**config.mk**
```make
export PLATFORM = sky130hd
export DESIGN_NAME = quad_edge_limiter
export DESIGN_NICKNAME = d
export VERILOG_FILES = /design/src/rtl/qel_pkg.sv /design/src/rtl/qel_gap_timer.sv /design/src/rtl/qel_stepper.sv /design/src/rtl/qel_persist_mon.sv /design/src/rtl/quad_edge_limiter.sv
export SDC_FILE = /design/constraint.sdc
export NUM_CORES = 1
export LEC_CHECK = 0
export ABC_AREA = 1
export ABC_CLOCK_PERIOD_IN_PS = 3380
export BUFFER_PORTS_ARGS = -buffer_cell sky130_fd_sc_hd__buf_2
export CORE_UTILIZATION = 60
export CTS_BUF_LIST = sky130_fd_sc_hd__clkbuf_2
export CTS_CLUSTER_DIAMETER = 50
export DETAILED_ROUTE_END_ITERATION = 10
export PLACE_DENSITY_LB_ADDON = 0.2
export SLEW_MARGIN = 20
export SYNTH_ARGS = -nofsm -noshare
export SYNTH_HDL_FRONTEND = slang
export SYNTH_SLANG_ARGS = --single-unit
```
**constraint.sdc**
```tcl
create_clock -name clk -period 3.38 [get_ports clk]
set_input_delay 0.507 -clock clk [delete_from_list [all_inputs] [get_ports clk]]
set_output_delay 0.507 -clock clk [all_outputs]
set_load 0.02 [all_outputs]
```
**src/rtl/qel_pkg.sv**
```systemverilog
package qel_pkg;

    typedef enum logic {
        QEL_DOWN = 1'b0,
        QEL_UP   = 1'b1
    } qel_dir_e;

    // Quadrature pattern {A,B} for the two low bits of a count
    function automatic logic [1:0] qel_gray(input logic [1:0] c);
        return {c[1], c[1] ^ c[0]};
    endfunction

endpackage

```
**src/rtl/qel_gap_timer.sv**
```systemverilog
module qel_gap_timer #(
    parameter int GAP_W = 8
) (
    input  logic             clk,
    input  logic             rst_n,
    input  logic             step,
    input  logic [GAP_W-1:0] min_gap,
    output logic             allowed
);
    localparam logic [GAP_W-1:0] GAP_MAX = {GAP_W{1'b1}};

    typedef struct packed {
        logic [GAP_W-1:0] since;
    } gap_st_t;

    gap_st_t g_d, g_q;

    assign allowed = (g_q.since >= min_gap);

    always_comb begin
        g_d = g_q;
        if (step) begin
            g_d.since = '0;
        end else if (g_q.since != GAP_MAX) begin
            g_d.since = g_q.since + GAP_W'(1);
        end
    end

    // Start as if a full gap has already passed
    always_ff @(posedge clk or negedge rst_n) begin
        if (!rst_n) begin
            g_q.since <= GAP_MAX;
        end else begin
            g_q <= g_d;
        end
    end

endmodule

```
**src/rtl/qel_stepper.sv**
```systemverilog
module qel_stepper
    import qel_pkg::*;
#(
    parameter int POS_W = 16
) (
    input  logic             clk,
    input  logic             rst_n,
    input  logic [POS_W-1:0] target_pos,
    input  logic             allowed,
    input  logic             halt,
    output logic             behind,
    output logic             step,
    output logic             a_out,
    output logic             b_out
);
    typedef struct packed {
        logic [POS_W-1:0] cnt;
        logic [1:0]       ab;
    } stp_st_t;

    stp_st_t s_d, s_q;
    logic [POS_W-1:0] diff;
    qel_dir_e         dir;

    assign diff   = target_pos - s_q.cnt;
    assign dir    = diff[POS_W-1] ? QEL_DOWN : QEL_UP;
    assign behind = (diff != '0);
    assign step   = behind & allowed & ~halt;

    always_comb begin
        s_d = s_q;
        if (step) begin
            if (dir == QEL_UP) begin
                s_d.cnt = s_q.cnt + POS_W'(1);
            end else begin
                s_d.cnt = s_q.cnt - POS_W'(1);
            end
        end
        s_d.ab = qel_gray(s_d.cnt[1:0]);
    end

    always_ff @(posedge clk or negedge rst_n) begin
        if (!rst_n) begin
            s_q <= '0;
        end else begin
            s_q <= s_d;
        end
    end

    assign a_out = s_q.ab[1];
    assign b_out = s_q.ab[0];

endmodule

```
**src/rtl/qel_persist_mon.sv**
```systemverilog
module qel_persist_mon #(
    parameter int PER_W = 12
) (
    input  logic             clk,
    input  logic             rst_n,
    input  logic             behind,
    input  logic             allowed,
    input  logic             irq_en,
    input  logic [PER_W-1:0] persist_limit,
    output logic             limiting,
    output logic             irq,
    output logic             fault
);
    localparam logic [PER_W-1:0] PER_MAX = {PER_W{1'b1}};

    typedef struct packed {
        logic [PER_W-1:0] persist;
        logic             lim;
        logic             irq;
        logic             fault;
    } mon_st_t;

    mon_st_t m_d, m_q;
    logic           lim_now;
    logic [PER_W:0] persist_inc;

    assign lim_now     = behind & ~allowed & ~m_q.fault;
    assign persist_inc = {1'b0, m_q.persist} + (PER_W+1)'(1);

    always_comb begin
        m_d       = m_q;
        m_d.lim   = lim_now;
        m_d.irq   = lim_now & irq_en;
        if (!behind) begin
            m_d.persist = '0;
        end else if (lim_now && m_q.persist != PER_MAX) begin
            m_d.persist = persist_inc[PER_W-1:0];
        end
        if (lim_now && persist_inc >= {1'b0, persist_limit}) begin
            m_d.fault = 1'b1;
        end
    end

    always_ff @(posedge clk or negedge rst_n) begin
        if (!rst_n) begin
            m_q <= '0;
        end else begin
            m_q <= m_d;
        end
    end

    assign limiting = m_q.lim;
    assign irq      = m_q.irq;
    assign fault    = m_q.fault;

endmodule

```
**src/rtl/quad_edge_limiter.sv**
```systemverilog
module quad_edge_limiter #(
    parameter int POS_W = 16,
    parameter int GAP_W = 8,
    parameter int PER_W = 12
) (
    input  logic             clk,
    input  logic             rst_n,
    input  logic [POS_W-1:0] target_pos,
    input  logic [GAP_W-1:0] min_gap,
    input  logic [PER_W-1:0] persist_limit,
    input  logic             irq_en,
    output logic             a_out,
    output logic             b_out,
    output logic             limiting,
    output logic             irq,
    output logic             fault
);
    logic allowed;
    logic behind;
    logic step;

    qel_gap_timer #(.GAP_W(GAP_W)) u_gap (
        .clk     (clk),
        .rst_n   (rst_n),
        .step    (step),
        .min_gap (min_gap),
        .allowed (allowed)
    );

    qel_stepper #(.POS_W(POS_W)) u_step (
        .clk        (clk),
        .rst_n      (rst_n),
        .target_pos (target_pos),
        .allowed    (allowed),
        .halt       (fault),
        .behind     (behind),
        .step       (step),
        .a_out      (a_out),
        .b_out      (b_out)
    );

    qel_persist_mon #(.PER_W(PER_W)) u_mon (
        .clk           (clk),
        .rst_n         (rst_n),
        .behind        (behind),
        .allowed       (allowed),
        .irq_en        (irq_en),
        .persist_limit (persist_limit),
        .limiting      (limiting),
        .irq           (irq),
        .fault         (fault)
    );

endmodule

```
==> metrics.md, run 1 <==
| Metric | Value |
|---|---|
| Flop and latch count out of synthesis | 40 |
| Die Wd | 84.9 um |
| Nets | 760 |
| Hold Buf Count CTS | 0 |
| DP Cell Count | 729 |
| Routability cong. | approximately 0.97 |
| Share of cells above drive strength 1 | 16.9% |
| CP most frequent cell | nand2_1 |
| VDD IR max | roughly 190 uV |
| Yosys cell types | 40 |
| Worst Path Buf+Inv | 4 |
| FP Rows | 29 |
| I/O pins | 44 |
| CP max stage cell | dfrtp_1 |
| Hold Slack | 0.188 ns |
| Grt total ovfl | 0 |
| Yosys warnings | 0 |
| Pre-Repair DR Iteration Count | 8 |
| Worst Setup SP | u_step.s_q[8]$_DFFE_PN0N_ |
| Register area share after synthesis | approximately 25% |
| H-tree depth | 2 |
| Kind of end point of the critical path | register |
| Max Slew Vio Count | 0 |
| Hold Path Class | in2async |
| Clk sinks | 40 |
| Endpoints failing hold | 0 |
| Synth Area in Compound Gates | a little over a tenth |
| DP Wirelength | roughly 7700 um |
| Reg2reg start | u_step.s_q[8]$_DFFE_PN0N_ |
| Cells after Synth | ~600 |
| Critical-path cell list | inv_1, ha_1, nand2_1, inv_2, nand2_1, nand2_1, inv_2, nand2_2, nand3_2, nand3b_1, nand2_2, buf_6, ha_1, nand2_1, nor4_1, nand2_1, nand4_1, xor2_1, o21ai_0 |
| Cell Area, Placed | between 0.004 and 0.005 mm^2 |
| WL/cell | ~13 um |
| Maximum clock frequency | 316 MHz |
| Max incr delay on CP | 0.40 ns |
| Multiplexer share of the synthesized area | 0% |
| Clock buffer depth | 2 |
| Finished layout cell area | approximately 0.0046 mm^2 |
| EDFF count, synth | 0 |
| Initial core utilization | 63.4% |
| Number of global-route vias before repair | roughly 3800 |
| P&R area growth vs syn | 12.6% |
| Cell area power density | ~220 mW/mm^2 |
| Adder-Cell Fraction of Synth Area | between 15 and 20% |
| CTS tree | built |
| Antenna-violating nets left | 0 |
| Avg Cell Area, Syn | between 6 and 7 um^2 |
| I/O Buffers | 43 |
| Drt total wl | ~9500 um |
| Main combinational cell family by area after synthesis | simple AND/OR/NAND/NOR gates |
| Syn nets | around 690 |
| Relative slew slack | approximately two fifths |
| Die height | about 85 um |
| Total number of vias | 4022 |
| Vias per std cell | 5.40 |
| Netlist Area Pre-Place | just over 0.004 mm^2 |
| Minimum clock period | 3.17 ns |
| Post-Synth Simple-Gate Area | between 30% and 40% |
| Worst-Margin Slew | between 0.9 and 1 ns |
| Post-synthesis xor/xnor area fraction | 5.53% |
| Crit path max-delay family | simple AND/OR/NAND/NOR gates |
| Top_reg_cell synth | dfrtp_1 |
| CTS buffer count | 5 |
| Worst skew pair latency | around 0.42 ns |
| Max-Cap Viols | 0 |
| Final Non-Filler Cells | 745 |
| Die area | around 0.0072 mm^2 |
| Core area | between 0.006 and 0.007 mm^2 |
| Final Cycle Share | a little over nine tenths |
| First-pass GRT wire length | ~16000 um |
| Critical Path Start Type | register |
| Drt drc | 3 |
| Initial antenna violation count | 0 |
| Clock-pin slew on the worst setup and hold paths | 0.23 ns |
| CP Max Fanout | 13 |
| Status | finished with violations |
| Final setup fails | 0 |
| Clk root buf | clkbuf_2 |
| GRT Total Usage | 27.9% |
| Largest net degree at the start of global routing | ~40 |
| Fraction of registers with async set/reset | between 90% and 100% |
| Drt initial violations | 269 |
| Required @ worst endpoint | approximately 3.7 ns |
| Setup CP Type | reg2reg |
| Clock skew | ~0.028 ns |
| # diodes | 0 |
| Pleak | between 2 and 3 nW |
| WP data arrival | 3.50 ns |
| Failing checks | design-rule violations |
final timing paths:
kind | to | slack, ns | cells past startpoint
min reg2reg | u_gap.g_q[1]$_DFFE_PN1P_ | 0.54 | 2
max in group asynchronous | u_step.s_q[2]$_DFF_PN0_ | 2.57 | 1
max | u_step.s_q[15]$_DFFE_PN0N_ | 0.21 | 19
min | u_step.s_q[3]$_DFF_PN0_ | 0.19 | 1
max reg2reg | u_step.s_q[15]$_DFFE_PN0N_ | 0.21 | 19
min in group clk | u_mon.irq$_DFF_PN0_ | 0.31 | 2
final cells by class:
class,instances,area [um^2]
sequential,40,1010
inverter,114,428
tap,77,96.3
multi-input combinational,441,2650
fill,555,1860
clock inverter,3,42.5
timing repair buffer,65,384
clock buffer,5,25.0
where the power goes:
part / internal [W] / total [W] / switching, W
Combinational: 0.000104 / 0.000260 / 0.000156
Sequential: 0.000481 / 0.000482 / 0.00000102
Clock: 0.000123 / 0.000296 / 0.000172
sequential cells by signal (all words and copies together), names as in the netlist:
name and count:
u_step.s_q 16, u_mon.m_q 12, u_gap.g_q 8, u_mon.fault 1, u_mon.irq 1, u_mon.limiting 1
u_step.b_out 1
metal layers:
metal	vias up	GRT usage (%)	wire length, um
met5	-	0	0
met4	0	8.94	162
met3	16	3.50	347
met2	87	47.3	4520
met1	1841	37.2	4500
li1	2078	-	-
synthesized netlist by cell type (2+ instances only):
cell type  number  area (um^2)
nand3_2         3         30.0
inv_1         108          405
nand2_1       153          574
xnor2_1        11         96.3
a31oi_1         2         12.5
ha_1           52          651
dfrtp_1        32          801
dfstp_2         8          210
nand4_1        12         75.1
fa_1            2         40.0
o21bai_1        2         15.0
inv_2           6         22.5
o22ai_1         4         25.0
nand3b_1        5         37.5
o2111ai_1       2         17.5
buf_4           4         30.0
nand2_2         6         37.5
and2_1          2         12.5
a21oi_1        31          155
nor2_1         33          124
o21ai_1        10         50.1
o21ai_0        26          130
xor2_1         15          131
nand3_1        47          235
nor2_2          3         18.8
nand2_4         2         22.5
nor2_4          2         22.5
nor3_1          6         30.0
kinds of logic after synthesis:
group	after synthesis
AO/OA/AOI/OAI	82
XOR/XNOR	26
adder cells (fa/ha/maj)	54
buffers and inverters	120
flip-flops	40
AND/OR/NAND/NOR	279
what timing repair did:
item | in CTS | in global routing
gates resized for setup | 0 | 9
endpoints found under the hold margin | 0 | 0
setup endpoints to repair | 0 | 6
buffers inserted | 0 | 8
per-stage QoR:
step	total power [W]	setup WS (ns)	setup TNS (ns)	utilization, %
after floorplan	0.000661	0.127	0	-
after global placement	0.000733	0.0608	0	69.1
after detailed placement	0.000744	-0.0589	-0.0589	69.1
after CTS	0.00103	0.0413	0	70.1
after global routing	0.00110	-0.0106	-0.0203	71.4
final	0.00104	0.212	0	71.4
cell usage in the layout, fill, tap and decap left out, types with 2 or more instances in the layout:
cell,instances
buf_2,43
ha_1,52
xor2_1,15
nand4_1,12
nand2_2,6
and2_1,2
nand3b_1,5
nor2_4,2
buf_4,21
nor2_1,32
o21bai_1,2
nand3_2,3
dfstp_2,8
nand2_4,2
nand2_1,153
a31oi_1,2
nor3_1,6
clkbuf_2,5
a21oi_2,3
dfrtp_1,31
o22ai_1,4
o21ai_0,25
o21ai_1,10
fa_1,2
inv_1,108
o2111ai_1,2
xnor2_1,11
nand3_1,47
nor2_2,4
a21oi_1,28
inv_2,6
No activity file was read; power rests on OpenSTA's default activity.
==> run 2: changes to the inputs <==
--- a/config.mk
+++ b/config.mk
@@ -8,7 +8,7 @@
 export ABC_AREA = 1
 export ABC_CLOCK_PERIOD_IN_PS = 3380
 export BUFFER_PORTS_ARGS = -buffer_cell sky130_fd_sc_hd__buf_2
-export CORE_UTILIZATION = 60
+export CORE_UTILIZATION = 58
 export CTS_BUF_LIST = sky130_fd_sc_hd__clkbuf_2
 export CTS_CLUSTER_DIAMETER = 50
 export DETAILED_ROUTE_END_ITERATION = 10
==> run 2 against run 1 <==
Compared with the run above: the flow now finishes without violations; clock skew grew 0.0038 ns; maximum frequency is 1.4% higher; largest power group unchanged; final area increased by 1.6%; non-clock buffer count stayed put; sequential share of layout area down 0.38 points; critical endpoint is now u_step.s_q[17]$_DFFE_PN0N_; final cell count increased by 2.6%; clock power grew 3%; register-to-register slack gained 0.05 ns; utilization fell by 2.4 points; via count decreased by 0.47%; clock-buffer cell count is the same; first-iteration DRC count down 34%.
==> metrics.md, run 2 (synthesis results as in run 1) <==
| Metric | Value |
|---|---|
| Status | complete, no violations |
| WL/cell | between 10 and 15 um |
| Required @ worst endpoint | ~3.7 ns |
| I/O pins | 44 |
| Hold Path Class | in2async |
| Critical-path cell list | inv_1, ha_4, nand2_1, inv_2, nand2_1, nand2_1, inv_2, nand2_2, nand3_2, nand2_1, nand2_1, nand2_4, buf_8, ha_2, a21oi_2, o21bai_1, a21oi_1, o21ai_0, a31oi_1, inv_1, nand2_1, nand2_1, nand2_1, o21ai_1 |
| Clk root buf | clkbuf_2 |
| CTS buffer count | 5 |
| CP max stage cell | dfrtp_1 |
| Antenna-violating nets left | 0 |
| Largest regs | u_step.s_q: 16 flops, u_mon.m_q: 12 flops, u_gap.g_q: 8 flops |
| Crit path max-delay family | simple AND/OR/NAND/NOR gates |
| Number of global-route vias before repair | around 3700 |
| Setup TNS | 0 ns |
| Final setup fails | 0 |
| Share of cells above drive strength 1 | 17.5% |
| Setup CP Type | reg2reg |
| Grt total ovfl | 0 |
| FP Rows | 30 |
| Routability cong. | ~0.93 |
| Gate power share | between 20 and 30% |
| Pleak | about 2.6 nW |
| Worst Setup SP | u_step.s_q[8]$_DFFE_PN0N_ |
| Clock buffer depth | 2 |
| CP Max Fanout | 12 |
| I/O Buffers | 43 |
| Flip-flop count of the largest register after layout | 16 |
| Clock skew | approximately 0.032 ns |
| Initial core utilization | between 60% and 70% |
| Reg2reg start | u_step.s_q[8]$_DFFE_PN0N_ |
| Nets | 760 |
| Largest reg by FF count | u_step.s_q |
| Place WS | -0.0375 ns |
| PnR worst setup slack | 0.257 ns |
| WP data arrival | between 3 and 4 ns |
| Vias per std cell | 5.24 |
| Total number of vias | around 4000 |
| DP Wirelength | approximately 7500 um |
| Drt drc | 0 |
| Kind of end point of the critical path | register |
| H-tree depth | 2 |
| Psw | between 0.0003 and 0.0004 W |
| Endpoints failing hold | 0 |
| Pre-Repair DR Iteration Count | 5 |
| Clock power frac | 28.8% |
| Max-Cap Viols | 0 |
| Relative slew slack | ~40% |
| Hold Buf Count CTS | 0 |
| Clock-pin slew on the worst setup and hold paths | 0.24 ns |
| Final Cycle Share | slightly above 90% |
| Commonest non-fill, non-tap cell in the layout | nand2_1 |
| Sw Ratio | a little under a third |
| Critical Path Start Type | register |
| Maximum clock frequency | between 300 and 400 MHz |
| Minimum clock period | 3.12 ns |
| Worst skew pair latency | approximately 0.42 ns |
| First-pass GRT wire length | approximately 16000 um |
| # diodes | 0 |
| Max incr delay on CP | roughly 0.45 ns |
| Die Wd | 86.3 um |
| DP Cell Count | between 700 and 800 |
| Die height | 86.3 um |
| Final Non-Filler Cells | ~760 |
| Initial antenna violation count | 0 |
| CTS tree | built |
| Most frequent cells in the layout | nand2_1 (152), inv_1 (108), ha_1 (48) |
| Largest net degree at the start of global routing | 41 |
| Worst-Margin Slew | 0.905 ns |
| Power share of the sequential group | ~46% |
| Drt initial violations | 177 |
| Clk sinks | 40 |
| Core area | 0.00683 mm^2 |
| Max Slew Vio Count | 0 |
| Worst Path Buf+Inv | 5 |
| Fill cells | 619 |
| Final Power | 0.00106 W |
| Drt total wl | 9330 um |
| P&R area growth vs syn | 14.5% |
| RSZ-0062 raised after global routing | true |
| CP most frequent cell | nand2_1 |
| Die area | ~0.0074 mm^2 |
| GRT Total Usage | 26.7% |
| Cell internal pwr | between 0.0007 and 0.0008 W |
| Cell area power density | around 220 mW/mm^2 |
| VDD IR max | about 140 uV |
## run 2: final cells by class
type | instances | area [um^2] | share of cell area (%)
inverters | 114 | 428 | 9.07
clock buffers | 5 | 25.0 | 0.531
multi-input cells | 441 | 2700 | 57.2
repair buffers | 65 | 388 | 8.22
well taps | 96 | 120 | 2.55
clock inverters | 3 | 46.3 | 0.982
flip-flops and latches | 40 | 1010 | 21.4
## run 2: layer usage
layer  vias up  routed length [um]  global-route usage [%]
li1       2072                   -                       -
met1      1841                4320                    34.7
met2        77                4490                    46.2
met3        13                 405                    3.90
met4         0                 109                    7.58
met5         -                   0                       0
## run 2: worst paths after layout
kind,to,slack (ns),depth (start not counted)
worst max-delay path,u_step.s_q[17]$_DFFE_PN0N_,0.26,24
min in group clk,u_mon.irq$_DFF_PN0_,0.31,2
worst max register to register,u_step.s_q[17]$_DFFE_PN0N_,0.26,24
worst min-delay path,u_mon.m_q[10]$_DFFE_PN0P_,0.18,1
worst min register to register,u_gap.g_q[1]$_DFFE_PN1P_,0.55,2
max in group asynchronous,u_step.s_q[4]$_DFFE_PN0N_,2.63,1
## run 2: power by group through the flow
stage / registers (W) / logic [W] / clock network (W)
after floorplan: 0.000490 / 0.000171 / 0
after global placement: 0.000490 / 0.000246 / 0
after detailed placement: 0.000490 / 0.000255 / 0
after CTS: 0.000482 / 0.000256 / 0.000307
after global routing: 0.000483 / 0.000308 / 0.000327
final: 0.000482 / 0.000270 / 0.000304
## run 2: timing repair
| action | in CTS | in global routing |
|---|---|---|
| setup buffers | 0 | 6 |
| setup endpoints to repair | 0 | 7 |
| gates resized for setup | 0 | 18 |
## run 2: per-stage QoR
step | util [%] | hold slack, ns | cell area [um^2]
detailed placement | 66.2 | 0.512 | 4520
CTS | 67.3 | 0.198 | 4600
global placement | 66.2 | 0.509 | 4520
floorplan | - | 0.211 | 4120
finish | 69.0 | 0.176 | 4720
global route | 69.0 | 0.214 | 4720
